[src/rtl/mw_pkg.sv]
package mw_pkg;
  localparam int ADDR_W  = 8;
  localparam int WORD_W  = 16;
  localparam int HDR_W   = 3 + ADDR_W;
  localparam int FRAME_W = HDR_W + WORD_W;
  localparam int LEN_W   = $clog2(FRAME_W + 1);

  typedef enum logic [1:0] {
    OP_READ  = 2'd0,
    OP_WRITE = 2'd1,
    OP_WREN  = 2'd2,
    OP_WRDIS = 2'd3
  } mw_op_e;

  typedef enum logic [2:0] {
    ST_GAP  = 3'd0,
    ST_TX   = 3'd1,
    ST_RX   = 3'd2,
    ST_POLL = 3'd3,
    ST_END  = 3'd4
  } mw_step_e;

  function automatic logic [FRAME_W-1:0] mk_frame(input logic [1:0] opc,
                                                  input logic [ADDR_W-1:0] a,
                                                  input logic [WORD_W-1:0] d);
    return {1'b1, opc, a, d};
  endfunction
endpackage

[src/rtl/mw_tick_gen.sv]
module mw_tick_gen #(
  parameter int DIV = 4
) (
  input  logic clk,
  input  logic rst,
  input  logic restart,
  output logic tick
);
  localparam int CW = (DIV > 1) ? $clog2(DIV) : 1;
  localparam logic [CW-1:0] LAST = CW'(DIV - 1);

  logic [CW-1:0] cnt;

  assign tick = (cnt == LAST);

  always_ff @(posedge clk) begin
    if (rst || restart) begin
      cnt <= '0;
    end else if (tick) begin
      cnt <= '0;
    end else begin
      cnt <= cnt + 1'b1;
    end
  end
endmodule

[src/rtl/mw_bit_engine.sv]
module mw_bit_engine
  import mw_pkg::*;
#(
  parameter int POLL_W = 8
) (
  input  logic               clk,
  input  logic               rst,
  input  logic               tick,
  input  logic               go,
  input  mw_step_e           go_kind,
  input  logic [FRAME_W-1:0] go_frame,
  input  logic [LEN_W-1:0]   go_len,
  input  logic [POLL_W-1:0]  poll_lim,
  input  logic               miso,
  output logic               active,
  output logic               step_done,
  output logic               poll_timeout,
  output logic [WORD_W-1:0]  rx_word,
  output logic               cs,
  output logic               sk,
  output logic               mosi
);
  mw_step_e           kind;
  logic [1:0]         ph;
  logic [LEN_W-1:0]   bitn;
  logic [LEN_W-1:0]   len_q;
  logic [FRAME_W-1:0] sr;
  logic [POLL_W-1:0]  pcnt;
  logic               tx_last;
  logic               rx_last;
  logic               poll_full;

  assign tx_last   = (bitn == len_q - 1'b1);
  assign rx_last   = (bitn == LEN_W'(WORD_W - 1));
  assign poll_full = ({1'b0, pcnt} + 1'b1) >= {1'b0, poll_lim};

  always_comb begin
    step_done = 1'b0;
    if (active && tick) begin
      unique case (kind)
        ST_GAP:  step_done = 1'b1;
        ST_TX:   step_done = (ph == 2'd2) && tx_last;
        ST_RX:   step_done = (ph == 2'd1) && rx_last;
        ST_POLL: step_done = miso || poll_full;
        default: step_done = 1'b1;
      endcase
    end
  end

  assign poll_timeout = active && tick && (kind == ST_POLL) && !miso && poll_full;

  always_ff @(posedge clk) begin
    if (rst) begin
      active  <= 1'b0;
      kind    <= ST_GAP;
      ph      <= 2'd0;
      bitn    <= '0;
      len_q   <= '0;
      sr      <= '0;
      pcnt    <= '0;
      rx_word <= '0;
      cs      <= 1'b0;
      sk      <= 1'b0;
      mosi    <= 1'b0;
    end else if (go) begin
      active <= 1'b1;
      kind   <= go_kind;
      ph     <= 2'd0;
      bitn   <= '0;
      len_q  <= go_len;
      sr     <= go_frame;
      pcnt   <= '0;
      unique case (go_kind)
        ST_GAP: begin
          cs   <= 1'b0;
          sk   <= 1'b0;
          mosi <= 1'b0;
        end
        ST_TX: begin
          cs   <= 1'b1;
          sk   <= 1'b0;
          mosi <= go_frame[FRAME_W-1];
        end
        ST_RX: begin
          cs <= 1'b1;
          sk <= 1'b1;
        end
        default: begin
          cs   <= 1'b1;
          sk   <= 1'b0;
          mosi <= 1'b0;
        end
      endcase
    end else if (active && tick) begin
      unique case (kind)
        ST_GAP: active <= 1'b0;
        ST_TX: begin
          unique case (ph)
            2'd0: begin
              ph <= 2'd1;
              sk <= 1'b1;
            end
            2'd1: begin
              ph <= 2'd2;
              sk <= 1'b0;
            end
            default: begin
              if (tx_last) begin
                active <= 1'b0;
              end else begin
                bitn <= bitn + 1'b1;
                ph   <= 2'd0;
                sr   <= sr << 1;
                mosi <= sr[FRAME_W-2];
              end
            end
          endcase
        end
        ST_RX: begin
          if (ph == 2'd0) begin
            rx_word <= {rx_word[WORD_W-2:0], miso};
            ph      <= 2'd1;
            sk      <= 1'b0;
          end else if (rx_last) begin
            active <= 1'b0;
          end else begin
            bitn <= bitn + 1'b1;
            ph   <= 2'd0;
            sk   <= 1'b1;
          end
        end
        ST_POLL: begin
          if (miso || poll_full) begin
            active <= 1'b0;
          end else begin
            pcnt <= pcnt + 1'b1;
          end
        end
        default: active <= 1'b0;
      endcase
    end
  end
endmodule

[src/rtl/mw_step_seq.sv]
module mw_step_seq
  import mw_pkg::*;
#(
  parameter int POLL_W = 8
) (
  input  logic               clk,
  input  logic               rst,
  input  logic               req_valid,
  input  logic [1:0]         req_op,
  input  logic [ADDR_W-1:0]  req_addr,
  input  logic [WORD_W-1:0]  req_wdata,
  input  logic [POLL_W-1:0]  req_poll_limit,
  input  logic               eng_active,
  input  logic               step_done,
  input  logic               poll_timeout,
  input  logic [WORD_W-1:0]  rx_word,
  output logic               go,
  output mw_step_e           go_kind,
  output logic [FRAME_W-1:0] go_frame,
  output logic [LEN_W-1:0]   go_len,
  output logic [POLL_W-1:0]  poll_lim,
  output logic               busy,
  output logic               done,
  output logic               error,
  output logic [WORD_W-1:0]  rdata
);
  localparam logic [LEN_W-1:0] SHORT_LEN = LEN_W'(HDR_W);
  localparam logic [LEN_W-1:0] LONG_LEN  = LEN_W'(FRAME_W);

  logic [3:0]        idx;
  mw_op_e            op_q;
  logic [ADDR_W-1:0] addr_q;
  logic [WORD_W-1:0] data_q;
  logic              err_pend;

  logic [FRAME_W-1:0] f_en, f_dis, f_rd, f_wr;

  assign f_en  = mk_frame(2'b00, {2'b11, {(ADDR_W-2){1'b1}}}, '0);
  assign f_dis = mk_frame(2'b00, '0, '0);
  assign f_rd  = mk_frame(2'b10, addr_q, '0);
  assign f_wr  = mk_frame(2'b01, addr_q, data_q);

  always_comb begin
    go_kind  = ST_END;
    go_frame = '0;
    go_len   = SHORT_LEN;
    unique case (op_q)
      OP_READ: begin
        unique case (idx)
          4'd0, 4'd3: go_kind = ST_GAP;
          4'd1: begin go_kind = ST_TX; go_frame = f_rd; end
          4'd2: go_kind = ST_RX;
          default: go_kind = ST_END;
        endcase
      end
      OP_WRITE: begin
        unique case (idx)
          4'd0, 4'd2, 4'd4, 4'd6, 4'd8: go_kind = ST_GAP;
          4'd1: begin go_kind = ST_TX; go_frame = f_en; end
          4'd3: begin go_kind = ST_TX; go_frame = f_wr; go_len = LONG_LEN; end
          4'd5: go_kind = ST_POLL;
          4'd7: begin go_kind = ST_TX; go_frame = f_dis; end
          default: go_kind = ST_END;
        endcase
      end
      default: begin
        unique case (idx)
          4'd0, 4'd2: go_kind = ST_GAP;
          4'd1: begin
            go_kind  = ST_TX;
            go_frame = (op_q == OP_WREN) ? f_en : f_dis;
          end
          default: go_kind = ST_END;
        endcase
      end
    endcase
  end

  assign go = busy && !eng_active && (go_kind != ST_END);

  always_ff @(posedge clk) begin
    if (rst) begin
      idx      <= '0;
      op_q     <= OP_READ;
      addr_q   <= '0;
      data_q   <= '0;
      poll_lim <= '0;
      err_pend <= 1'b0;
      busy     <= 1'b0;
      done     <= 1'b0;
      error    <= 1'b0;
      rdata    <= '0;
    end else begin
      done <= 1'b0;
      if (!busy) begin
        if (req_valid) begin
          busy     <= 1'b1;
          op_q     <= mw_op_e'(req_op);
          addr_q   <= req_addr;
          data_q   <= req_wdata;
          poll_lim <= req_poll_limit;
          idx      <= '0;
          err_pend <= 1'b0;
          error    <= 1'b0;
        end
      end else begin
        if (step_done) begin
          idx <= idx + 1'b1;
        end
        if (poll_timeout) begin
          err_pend <= 1'b1;
        end
        if (go_kind == ST_END && !eng_active) begin
          busy  <= 1'b0;
          done  <= 1'b1;
          error <= err_pend;
          if (op_q == OP_READ) begin
            rdata <= rx_word;
          end
        end
      end
    end
  end
endmodule

[src/rtl/mw_eeprom_master.sv]
module mw_eeprom_master
  import mw_pkg::*;
#(
  parameter int DIV    = 4,
  parameter int POLL_W = 8
) (
  input  logic              clk,
  input  logic              rst,
  input  logic              req_valid,
  input  logic [1:0]        req_op,
  input  logic [ADDR_W-1:0] req_addr,
  input  logic [WORD_W-1:0] req_wdata,
  input  logic [POLL_W-1:0] poll_limit,
  output logic              busy,
  output logic              done,
  output logic              error,
  output logic [WORD_W-1:0] rdata,
  output logic              mw_cs,
  output logic              mw_sk,
  output logic              mw_mosi,
  input  logic              mw_miso
);
  logic               tick;
  logic               go;
  mw_step_e           go_kind;
  logic [FRAME_W-1:0] go_frame;
  logic [LEN_W-1:0]   go_len;
  logic [POLL_W-1:0]  poll_lim;
  logic               eng_active;
  logic               step_done;
  logic               poll_timeout;
  logic [WORD_W-1:0]  rx_word;

  mw_tick_gen #(.DIV(DIV)) tick_i (
    .clk     (clk),
    .rst     (rst),
    .restart (go),
    .tick    (tick)
  );

  mw_step_seq #(.POLL_W(POLL_W)) seq_i (
    .clk            (clk),
    .rst            (rst),
    .req_valid      (req_valid),
    .req_op         (req_op),
    .req_addr       (req_addr),
    .req_wdata      (req_wdata),
    .req_poll_limit (poll_limit),
    .eng_active     (eng_active),
    .step_done      (step_done),
    .poll_timeout   (poll_timeout),
    .rx_word        (rx_word),
    .go             (go),
    .go_kind        (go_kind),
    .go_frame       (go_frame),
    .go_len         (go_len),
    .poll_lim       (poll_lim),
    .busy           (busy),
    .done           (done),
    .error          (error),
    .rdata          (rdata)
  );

  mw_bit_engine #(.POLL_W(POLL_W)) eng_i (
    .clk          (clk),
    .rst          (rst),
    .tick         (tick),
    .go           (go),
    .go_kind      (go_kind),
    .go_frame     (go_frame),
    .go_len       (go_len),
    .poll_lim     (poll_lim),
    .miso         (mw_miso),
    .active       (eng_active),
    .step_done    (step_done),
    .poll_timeout (poll_timeout),
    .rx_word      (rx_word),
    .cs           (mw_cs),
    .sk           (mw_sk),
    .mosi         (mw_mosi)
  );
endmodule

[config.mk]
export PLATFORM = sky130hd
export DESIGN_NAME = mw_eeprom_master
export DESIGN_NICKNAME = d
export VERILOG_FILES = /design/src/rtl/mw_pkg.sv /design/src/rtl/mw_tick_gen.sv /design/src/rtl/mw_bit_engine.sv /design/src/rtl/mw_step_seq.sv /design/src/rtl/mw_eeprom_master.sv
export SDC_FILE = /design/constraint.sdc
export NUM_CORES = 1
export LEC_CHECK = 0
export BUFFER_PORTS_ARGS = -buffer_cell sky130_fd_sc_hd__buf_2
export CAP_MARGIN = 10
export CORE_ASPECT_RATIO = 1.4
export CORE_MARGIN = 2
export CORE_UTILIZATION = 30
export CTS_CLUSTER_DIAMETER = 30
export DETAILED_ROUTE_END_ITERATION = 10
export HOLD_SLACK_MARGIN = 0.08
export PLACE_DENSITY = 0.47
export SYNTH_ARGS = -nofsm -noshare
export SYNTH_HDL_FRONTEND = slang
export SYNTH_SLANG_ARGS = --single-unit
[constraint.sdc]
create_clock -name clk -period 6.13 [get_ports clk]
set_input_delay 0.3065 -clock clk [delete_from_list [all_inputs] [get_ports clk]]
set_output_delay 0.3065 -clock clk [all_outputs]
set_load 0.02 [all_outputs]
# After elaboration in Yosys (flattened, before gate mapping)
# Index checks and enable logic that the tools add are counted.
[op_classes]
n_mux = 62
n_reduce_logical = 43
n_addsub = 6
order_cmp = 1
bitwise_logic = 3
eq_ne = 41
[op_table]
columns = ["cell", "n"]
rows = [
  ["26-bit 2-to-1 mux", 5],
  ["27-bit one-hot mux with 3 select lines", 1],
  ["27-bit 2-to-1 mux", 2],
  ["27-bit one-hot mux with 2 select lines", 1],
  ["5-bit 2-to-1 mux", 6],
  ["1-bit 2-to-1 mux", 28],
  ["24-bit 2-to-1 mux", 1],
  ["3-bit one-hot mux with 3 select lines", 2],
  ["4-bit by 3-bit == test with 1-bit output (second input constant)", 4],
  ["4-bit AND reduction", 4],
  ["2-bit inequality test (second input constant)", 7],
  ["4-bit 2-to-1 mux", 3],
  ["3-bit inequality test (second input constant)", 4],
  ["3-bit one-hot mux with 2 select lines", 2],
  ["6-bit AND reduction", 2],
  ["2-bit OR reduction", 6],
  ["5-bit one-hot mux with 2 select lines", 1],
  ["8-bit by 1-bit adder with 9-bit output (second input constant)", 1],
  ["3-bit by 2-bit == test with 1-bit output (second input constant)", 3],
  ["9-bit by 8-bit greater-or-equal comparator with 1-bit output", 1],
  ["1-bit logical AND", 9],
  ["3-bit by 2-bit inequality test with 1-bit output (second input constant)", 3],
  ["8-bit by 1-bit adder with 8-bit output (second input constant)", 1],
  ["4-bit by 2-bit == test with 1-bit output (second input constant)", 2],
  ["32 further kinds", 57],
]
[word_totals]
ff_bits = 129
input_bits = 38

# Depth between registers and ports, before layout
# Gate-level depths: netlist (run 1).
[logic_depth]
depth_word = 8
mapped_depth = 13
depth_no_buf = 12

# By module
# A second synthesis (run 1) with hierarchy kept.
[hier_totals]
hier_cells = 764
hier_area_um2 = 6302.3
[by_module_without_submodules]
columns = ["module", "instances", "area_per_inst_um2", "cells_each"]
rows = [
  ["mw_bit_engine", 1, 3694.8, 434],
  ["mw_step_seq", 1, 2527.4, 325],
  ["mw_tick_gen", 1, 80.1, 5],
]

# Least setup slack after synthesis (run 1)
# Ideal clock, no wire load.
[synth_path]
path_kind = "register -> register"
startpoint = "register eng_i.pcnt[0]"
endpoint = "register eng_i.pcnt[5]"
path_stages_with_launch = 14
setup_time_ns = 0.070
n_path_buf = 1
path_slack_ns = 3.322
arrival_ns = 2.739
required_time_ns = 6.060
cell_sequence = "dfxtp_1 > ha_1 > nand3_1 > inv_1 > nand3_1 > xnor2_1 > ha_1 > and3_1 > a221oi_1 > o21a_1 > nand4b_1 > clkbuf_1 > or3_1 > a21oi_1"
[synth_via]
elab_chain_cells = 5
elab_cells_between_ends = 6
cone_classes = "add/sub (2); order compare (1); bitwise (1); reduce/logical (2)"
[synth_lines]
columns = ["item", "line", "rtl"]
rows = [
  ["start, declared", "mw_bit_engine.sv:28", "logic [POLL_W-1:0] pcnt;"],
  ["start signal, assigned", "mw_bit_engine.sv:136", "pcnt <= pcnt + 1'b1;"],
  ["8-bit by 1-bit adder with 9-bit output", "mw_bit_engine.sv:35", "assign poll_full = ({1'b0, pcnt} + 1'b1) >= {1'b0, poll_lim};"],
  ["9-bit by 8-bit greater-or-equal comparator with 1-bit output", "mw_bit_engine.sv:35", ""],
  ["1-bit logical OR", "mw_bit_engine.sv:133", "if (miso || poll_full) begin"],
  ["1-bit inverter (no source line)", "--", ""],
  ["3-bit AND reduction (no source line)", "--", ""],
]
# Several ways; a longest one is shown, not always the timed one.
# A chain may end at the register's enable or synchronous reset.

# Final worst setup path (run 1)
[layout_path]
startpoint = "register eng_i.pcnt[0]"
endpoint = "register eng_i.pcnt[2]"
# Same word-level chain as after synthesis.

==> results.cfg, run 1 <==
[sta]
fmax_mhz = 291
rsz0062_at_grt = false
tightest_slew_ns = 1.03
slew_headroom = 0.307
final.period_utilization = 0.562
fin_crit_ns = 3.44
finClkSkew_ns = 0.00650
drv_slew = 0
hold_viol = 0
setup_viol = 0
tns_ns = 0

[global_routing]
grt_max_degree = 60
grt_pass1_vias = 4639
antenna_found_initial = 0
grt_usage = 0.135
grt_overflow = 0
grt_pass1_wl_mm = 21.8

[placement]
portBuffers = 59
dp_hpwl_mm = 8.75
gp_congestion = 0.755
place_area_mm2 = 0.00616

[worst_setup_path]
crit_family = simple AND/OR/NAND/NOR gates
ff2ff_setup_slack_ns = 2.69
cp_slowest_cell = or3_1
critPathMaxFanout = 14
r2r_start = eng_i.pcnt[0]
cp_cell_sequence = ha_1, nand3_1, inv_1, nand3_1, xnor2_1, ha_1, and3_1, a221oi_1, o21a_1, nand4b_1, or3_1, a21oi_1
cp-end-kind = flip-flop
cp_num_buf_inv = 1
r2r-end = eng_i.pcnt[2]
cp.arrival_ns = 3.76
worst_setup_path_start_kind = flip-flop
r2r_cells = 12
cp.required_ns = 6.44
slowest_delay_ns = 0.49
path_class = reg -> reg

[die]
die_h_um = 167
die_w_um = 120
io_pins = 60
core_mm2 = 0.0186
dieArea_mm2 = 0.0201
start_util = 0.306
rows = 59

[yosys]
synthesis.area_mm2 = 0.00568
postSynthAreaPerCell_um2 = 8.38
ys_seq_elements = 126
async_flop_share = 0
synth_ff_type = dfxtp_1
ys_seq_area_frac = 0.444
yosysWarnings = 0
synthCells = 678
synth-edff-count = 0
yosysUniqueCellTypes = 61
synth_fp_nets = 732

[clock_network]
htreeDepth = 4
cts_sinks = 126
ctsResizeCount = 0
hold_buffers = 0
cts_buffer_depth = 2
cts_tree = yes
clkLatencyLatePin_ns = 0.42
numCtsBuffers = 17
root_buffer = clkbuf_16
cts_setup_buffers = 0
path_clk_slew_ns = 0.06

[worst_hold_path]
whs_path_depth = 3
hold_end = seq_i.data_q[0]
worstHoldStart = req_wdata[0]
min_path_type = in -> reg

[cells_and_area]
areaGrowthSynthToFinish_pct = 20.0
fin_nets = 773
design_area_mm2 = 0.00682
num-fill-cells = 1956
multiInputGateArea_mm2 = 0.00292
regArea_mm2 = 0.00252
drive_gt1_frac = 0.172
antennaDiodeCount = 0

[power_and_ir_drop]
p_total_mw = 2.09
p_leak_nw = 2.69
irDropWorstVdd_mv = 0.178
powerDensity_mw_per_mm2 = 306

[detailed_routing]
first_pass_iters = 4
drt-initial-drc-count = 255
wl_per_cell_um = 13.2
postRouteAntennaNets = 0
vias = 4684
wirelength_mm = 12.9
avgViaCountPerCell = 4.80
drc = 0

[run]
drv_cap = 0

[status]
status = finished, final reports clean
[cells in the mapped netlist (5+ instances only)]
master / number / area share
mux2i_1: 27 / 0.048
mux2_2: 16 / 0.032
clkbuf_1: 35 / 0.023
xor2_1: 6 / 0.0092
inv_1: 17 / 0.011
a221oi_1: 9 / 0.014
nor2_1: 47 / 0.031
xnor2_1: 5 / 0.0077
nand2_1: 145 / 0.096
o21ai_0: 10 / 0.0088
or3_1: 8 / 0.0088
nand3_1: 28 / 0.025
a21oi_1: 95 / 0.084
dfxtp_1: 126 / 0.44
nand2b_1: 7 / 0.0077
ha_1: 16 / 0.035
nor2b_1: 9 / 0.0099
[cell usage in the layout, fill, tap and decap left out, drive strengths merged, types with 4 or more instances in the layout]
master,n
a211oi,5
nor2,47
dfxtp,126
nand3,28
o21ai,11
inv,20
xnor2,5
a21oi,96
xor2,6
nand2b,7
mux2i,27
or3b,5
a221oi,9
nor2b,9
nor3,4
nand4,5
buf,66
clkbuf,20
or3,8
ha,16
bufinv,5
nand3b,4
nand2,145
mux2,16
[flip-flops by register name (all words and copies together) (netlist names), 2 cells and up]
name / cells
seq_i.data_q: 16
tick_i.cnt: 2
eng_i.bitn: 5
seq_i.addr_q: 8
eng_i.sr: 26
eng_i.kind: 3
seq_i.poll_lim: 8
seq_i.idx: 4
seq_i.rdata: 16
eng_i.rx_word: 16
eng_i.pcnt: 8
eng_i.ph: 2
eng_i.len_q: 2
seq_i.op_q: 2
[how the worst max path moves through the flow]
stage | startpoint | end | slack [ns] | cells after the start
after floorplan | eng_i.pcnt[0] | eng_i.pcnt[5] | 3.32 | 13
after global placement | eng_i.pcnt[0] | eng_i.pcnt[7] | 2.84 | 12
after detailed placement | eng_i.pcnt[0] | eng_i.pcnt[7] | 2.68 | 12
after CTS | eng_i.pcnt[0] | eng_i.pcnt[7] | 2.67 | 12
after global routing | eng_i.pcnt[0] | eng_i.pcnt[7] | 2.40 | 12
final | eng_i.pcnt[0] | eng_i.pcnt[2] | 2.69 | 12
[where the power goes]
part           switching (mW)  internal [mW]  total (mW)
Sequential             0.0158          0.842       0.858
Combinational          0.0678         0.0400       0.108
Clock                   0.375          0.747        1.12
Total                   0.459           1.63        2.09
[metrics by stage]
step           hold WS, ns  utilization  setup slack [ns]  instances
2_1_floorplan        0.408            -              3.32        678
3_3_place_gp         0.417        0.331              2.84        944
3_5_place_dp         0.426        0.331              2.68        944
4_1_cts              0.110        0.367              2.67        976
5_1_grt              0.117        0.367              2.40        976
6_report             0.124        0.367              2.69        976
[kinds of logic after synthesis]
logic type / count (synthesis) / synth area share
compound gates: 144 / 0.153
fa+ha+maj: 16 / 0.0352
simple gates: 276 / 0.223
mux: 43 / 0.0792
buf+inv: 61 / 0.0445
xor+xnor: 12 / 0.0209
flops: 126 / 0.444
[layer usage]
layer / wire length [µm] / GRT usage / up-vias / share of wire
li1: - / - / 2416 / -
met1: 5900 / 0.159 / 2189 / 0.46
met2: 6460 / 0.232 / 61 / 0.50
met3: 353 / 0.0329 / 18 / 0.027
met4: 221 / 0.0541 / 0 / 0.017
met5: 0 / 0 / - / 0
[worst reg2reg max path, delay by kind of cell (launching register included)]
family | cells | cell delay [ns]
flops | 1 | 0.41
fa+ha+maj | 2 | 0.53
compound gates | 3 | 0.70
simple gates | 5 | 1.46
xor+xnor | 1 | 0.16
buf+inv | 1 | 0.10
[area by class of cell]
type | instances | area share
repair buffers | 66 | 0.0513
clock buffers | 20 | 0.0669
multi-input cells | 491 | 0.428
well taps | 244 | 0.0447
clock inverters | 12 | 0.0303
flip-flops and latches | 126 | 0.370
inverters | 17 | 0.00935
(Power assumes the default switching activity.)
==> run 2: changes to the inputs <==
--- a/config.mk
+++ b/config.mk
@@ -5,6 +5,7 @@
 export SDC_FILE = /design/constraint.sdc
 export NUM_CORES = 1
 export LEC_CHECK = 0
+export ABC_AREA = 1
 export BUFFER_PORTS_ARGS = -buffer_cell sky130_fd_sc_hd__buf_2
 export CAP_MARGIN = 10
 export CORE_ASPECT_RATIO = 1.4
==> constraint.sdc (replaced) <==
create_clock -name clk -period 3.2 [get_ports clk]
set_input_delay 0.16 -clock clk [delete_from_list [all_inputs] [get_ports clk]]
set_output_delay 0.16 -clock clk [all_outputs]
set_load 0.02 [all_outputs]
==> run 2 against run 1 <==
  * Setup slack worse by 2.1 ns
  * Non-clock buffer count grew 39
  * Synthesized cell count rose by 11%
  * Total power rose by 92%
  * Hold slack improved by 0.078 ns
  * Clock-buffer cell count is 3 lower
  * Cell count rose by 13%
  * Wire length rose by 8.3%
  * Via count up 9.2%
  * Clock power rose by 79%
  * Critical path type unchanged
  * Largest power group unchanged
==> results.cfg, run 2 <==
[die]
die_h_um = 165
core_mm2 = 0.0184
start_util = 0.303
die_w_um = 119
io_pins = 60
dieArea_mm2 = 0.0197
rows = 59

[worst_hold_path]
min_path_type = in -> reg

[yosys]
async_flop_share = 0
synth-edff-count = 0
synth_top_family_by_area = simple AND/OR/NAND/NOR gates
yosysUniqueCellTypes = 38
synth_fp_nets = 808
synthXorXnorAreaFrac = 0.0141
synthCells = 754
ys_seq_elements = 126
synth_compound_area_frac = 0.198
yosysTopAreaCell = dfxtp_1
synthTopCellsByCount = nand2_1, dfxtp_1, o21ai_0
postSynthAreaPerCell_um2 = 7.40
synth.most_common_cell = nand2_1
yosysWarnings = 0
synth_top_cell_area_share = 0.452
synth_mux_area_frac = 0
synthesis.area_mm2 = 0.00558
ys_top_cells_by_area = dfxtp_1, o21ai_0, nand2_1, a21oi_1, nor2_1
synth_ff_type = dfxtp_1
yosys.area_share.simple = 0.231
ys_seq_area_frac = 0.452
synthAdderAreaFrac = 0.0359

[detailed_routing]
drt-initial-drc-count = 186
postRouteAntennaNets = 0
wl_per_cell_um = 12.7
vias = 5114
drc = 0
avgViaCountPerCell = 4.64
wirelength_mm = 14.0
first_pass_iters = 6

[sta]
setup_viol = 0
hold_viol = 0
finClkSkew_ns = 0.00856
fin_crit_ns = 2.61
rsz0062_at_grt = false
drv_slew = 0
fmax_mhz = 382
slew_headroom = 0.562
tightest_slew_ns = 0.657
whs_ns = 0.201
final.period_utilization = 0.817
tns_ns = 0

[power_and_ir_drop]
p_leak_nw = 2.91
powerDensity_mw_per_mm2 = 567
irDropWorstVdd_mv = 0.321

[global_routing]
antenna_found_initial = 0
grt_usage = 0.150
grt_overflow = 0
grt_pass1_vias = 4879
grt_max_degree = 73
grt_pass1_wl_mm = 23.7

[status]
status = finished, final reports clean

[clock_network]
root_buffer = clkbuf_16
cts_tree = yes
ctsResizeCount = 0
numCtsBuffers = 17
cts_buffer_depth = 2
htreeDepth = 4
clkLatencyLatePin_ns = 0.42
path_clk_slew_ns = 0.06
cts_sinks = 126
cts_setup_buffers = 0

[cells_and_area]
areaGrowthSynthToFinish_pct = 26.8
fin_nets = 900
final_util = 0.385
mostFrequentLayoutCells = nand2_1, dfxtp_1, o21ai_0
antennaDiodeCount = 0
drive_gt1_frac = 0.146
layout_commonest_cell = nand2_1
num-fill-cells = 1943
top_register = eng_i.sr
largest_reg_flops = 26

[placement]
gp_congestion = 0.829
dp_hpwl_mm = 9.19
portBuffers = 59

[worst_setup_path]
cp.required_ns = 3.52
worst_setup_path_start_kind = flip-flop
ff2ff_setup_slack_ns = 0.59
critPathMaxFanout = 7
cp.arrival_ns = 2.93
cp-end-kind = flip-flop
path_class = reg -> reg

[run]
drv_cap = 0
## run 2: cell count changes in the layout (fill, tap and decap cells not counted), sizes merged, moves of 16 or more
cell | before | now
inv | 20 | 64
nor2 | 47 | 105
nand3 | 28 | 45
o21ai | 11 | 120
a21oi | 96 | 77
mux2 | 16 | 0
mux2i | 27 | 0
dlygate4sd3 | 0 | 36
## run 2: layout make-up
| class | instances | area, µm² | share of cell area |
|---|---|---|---|
| clock inverter | 15 | 184 | 0.0260 |
| inverter | 63 | 236 | 0.0334 |
| multi-input combinational | 533 | 2670 | 0.377 |
| clock buffer | 17 | 425 | 0.0601 |
| timing repair buffer | 105 | 731 | 0.103 |
| tap | 244 | 305 | 0.0432 |
| sequential | 126 | 2520 | 0.357 |
## run 2: what timing repair did
action,4_1_cts,5_1_grt
endpoints found under the setup margin,0,0
hold buffers,36,0
endpoints found under the hold margin,36,0
## run 2: power by group
group,internal (mW),total (mW),switching (mW)
Sequential,1.64,1.67,0.0326
Combinational,0.121,0.324,0.203
Clock,1.24,2.01,0.779
Total,2.99,4.01,1.01
## run 2: per-layer routing
metal	part of all wire	vias to the layer above	global-route usage
met5	0	-	0
met4	0.015	0	0.0606
met3	0.033	16	0.0371
met2	0.47	77	0.251
met1	0.48	2335	0.186
li1	-	2686	-
## run 2: logic make-up after synthesis
group                    after synthesis
XOR/XNOR                               9
AO/OA/AOI/OAI                        214
flip-flops                           126
AND/OR/NAND/NOR                      294
adder cells (fa/ha/maj)               16
buffers and inverters                 95
## run 2: metrics by stage
step                      total power [mW]  instances  cell area, µm²  setup WS, ns
after floorplan                       1.90        754            5580         0.885
after global placement                2.00       1035            6100         0.629
after detailed placement              2.00       1035            6100         0.577
after CTS                             4.06       1103            7070         0.566
after global routing                  4.18       1103            7070         0.164
final                                 4.01       1103            7070         0.586
## run 2: worst paths after layout
path | cells past startpoint | end | from
worst min register to register | 1 | tick_i.cnt[0] | tick_i.cnt[0]
worst max register to register | 13 | eng_i.pcnt[0] | eng_i.pcnt[0]
worst min-delay path | 4 | eng_i.pcnt[1] | rst
worst max-delay path | 13 | eng_i.pcnt[0] | eng_i.pcnt[0]
## run 2: worst max-delay path, stage by stage, from the launching register on
cell     delay (ns)
dfxtp_1        0.39
ha_1           0.22
nand3_1        0.13
nor2_1         0.19
xor2_1         0.22
ha_1           0.28
a21oi_1        0.15
nand2_1        0.08
nand2_1        0.09
nand4_1        0.10
nor2_1         0.27
buf_4          0.21
a21oi_1        0.07
o21a_1         0.10
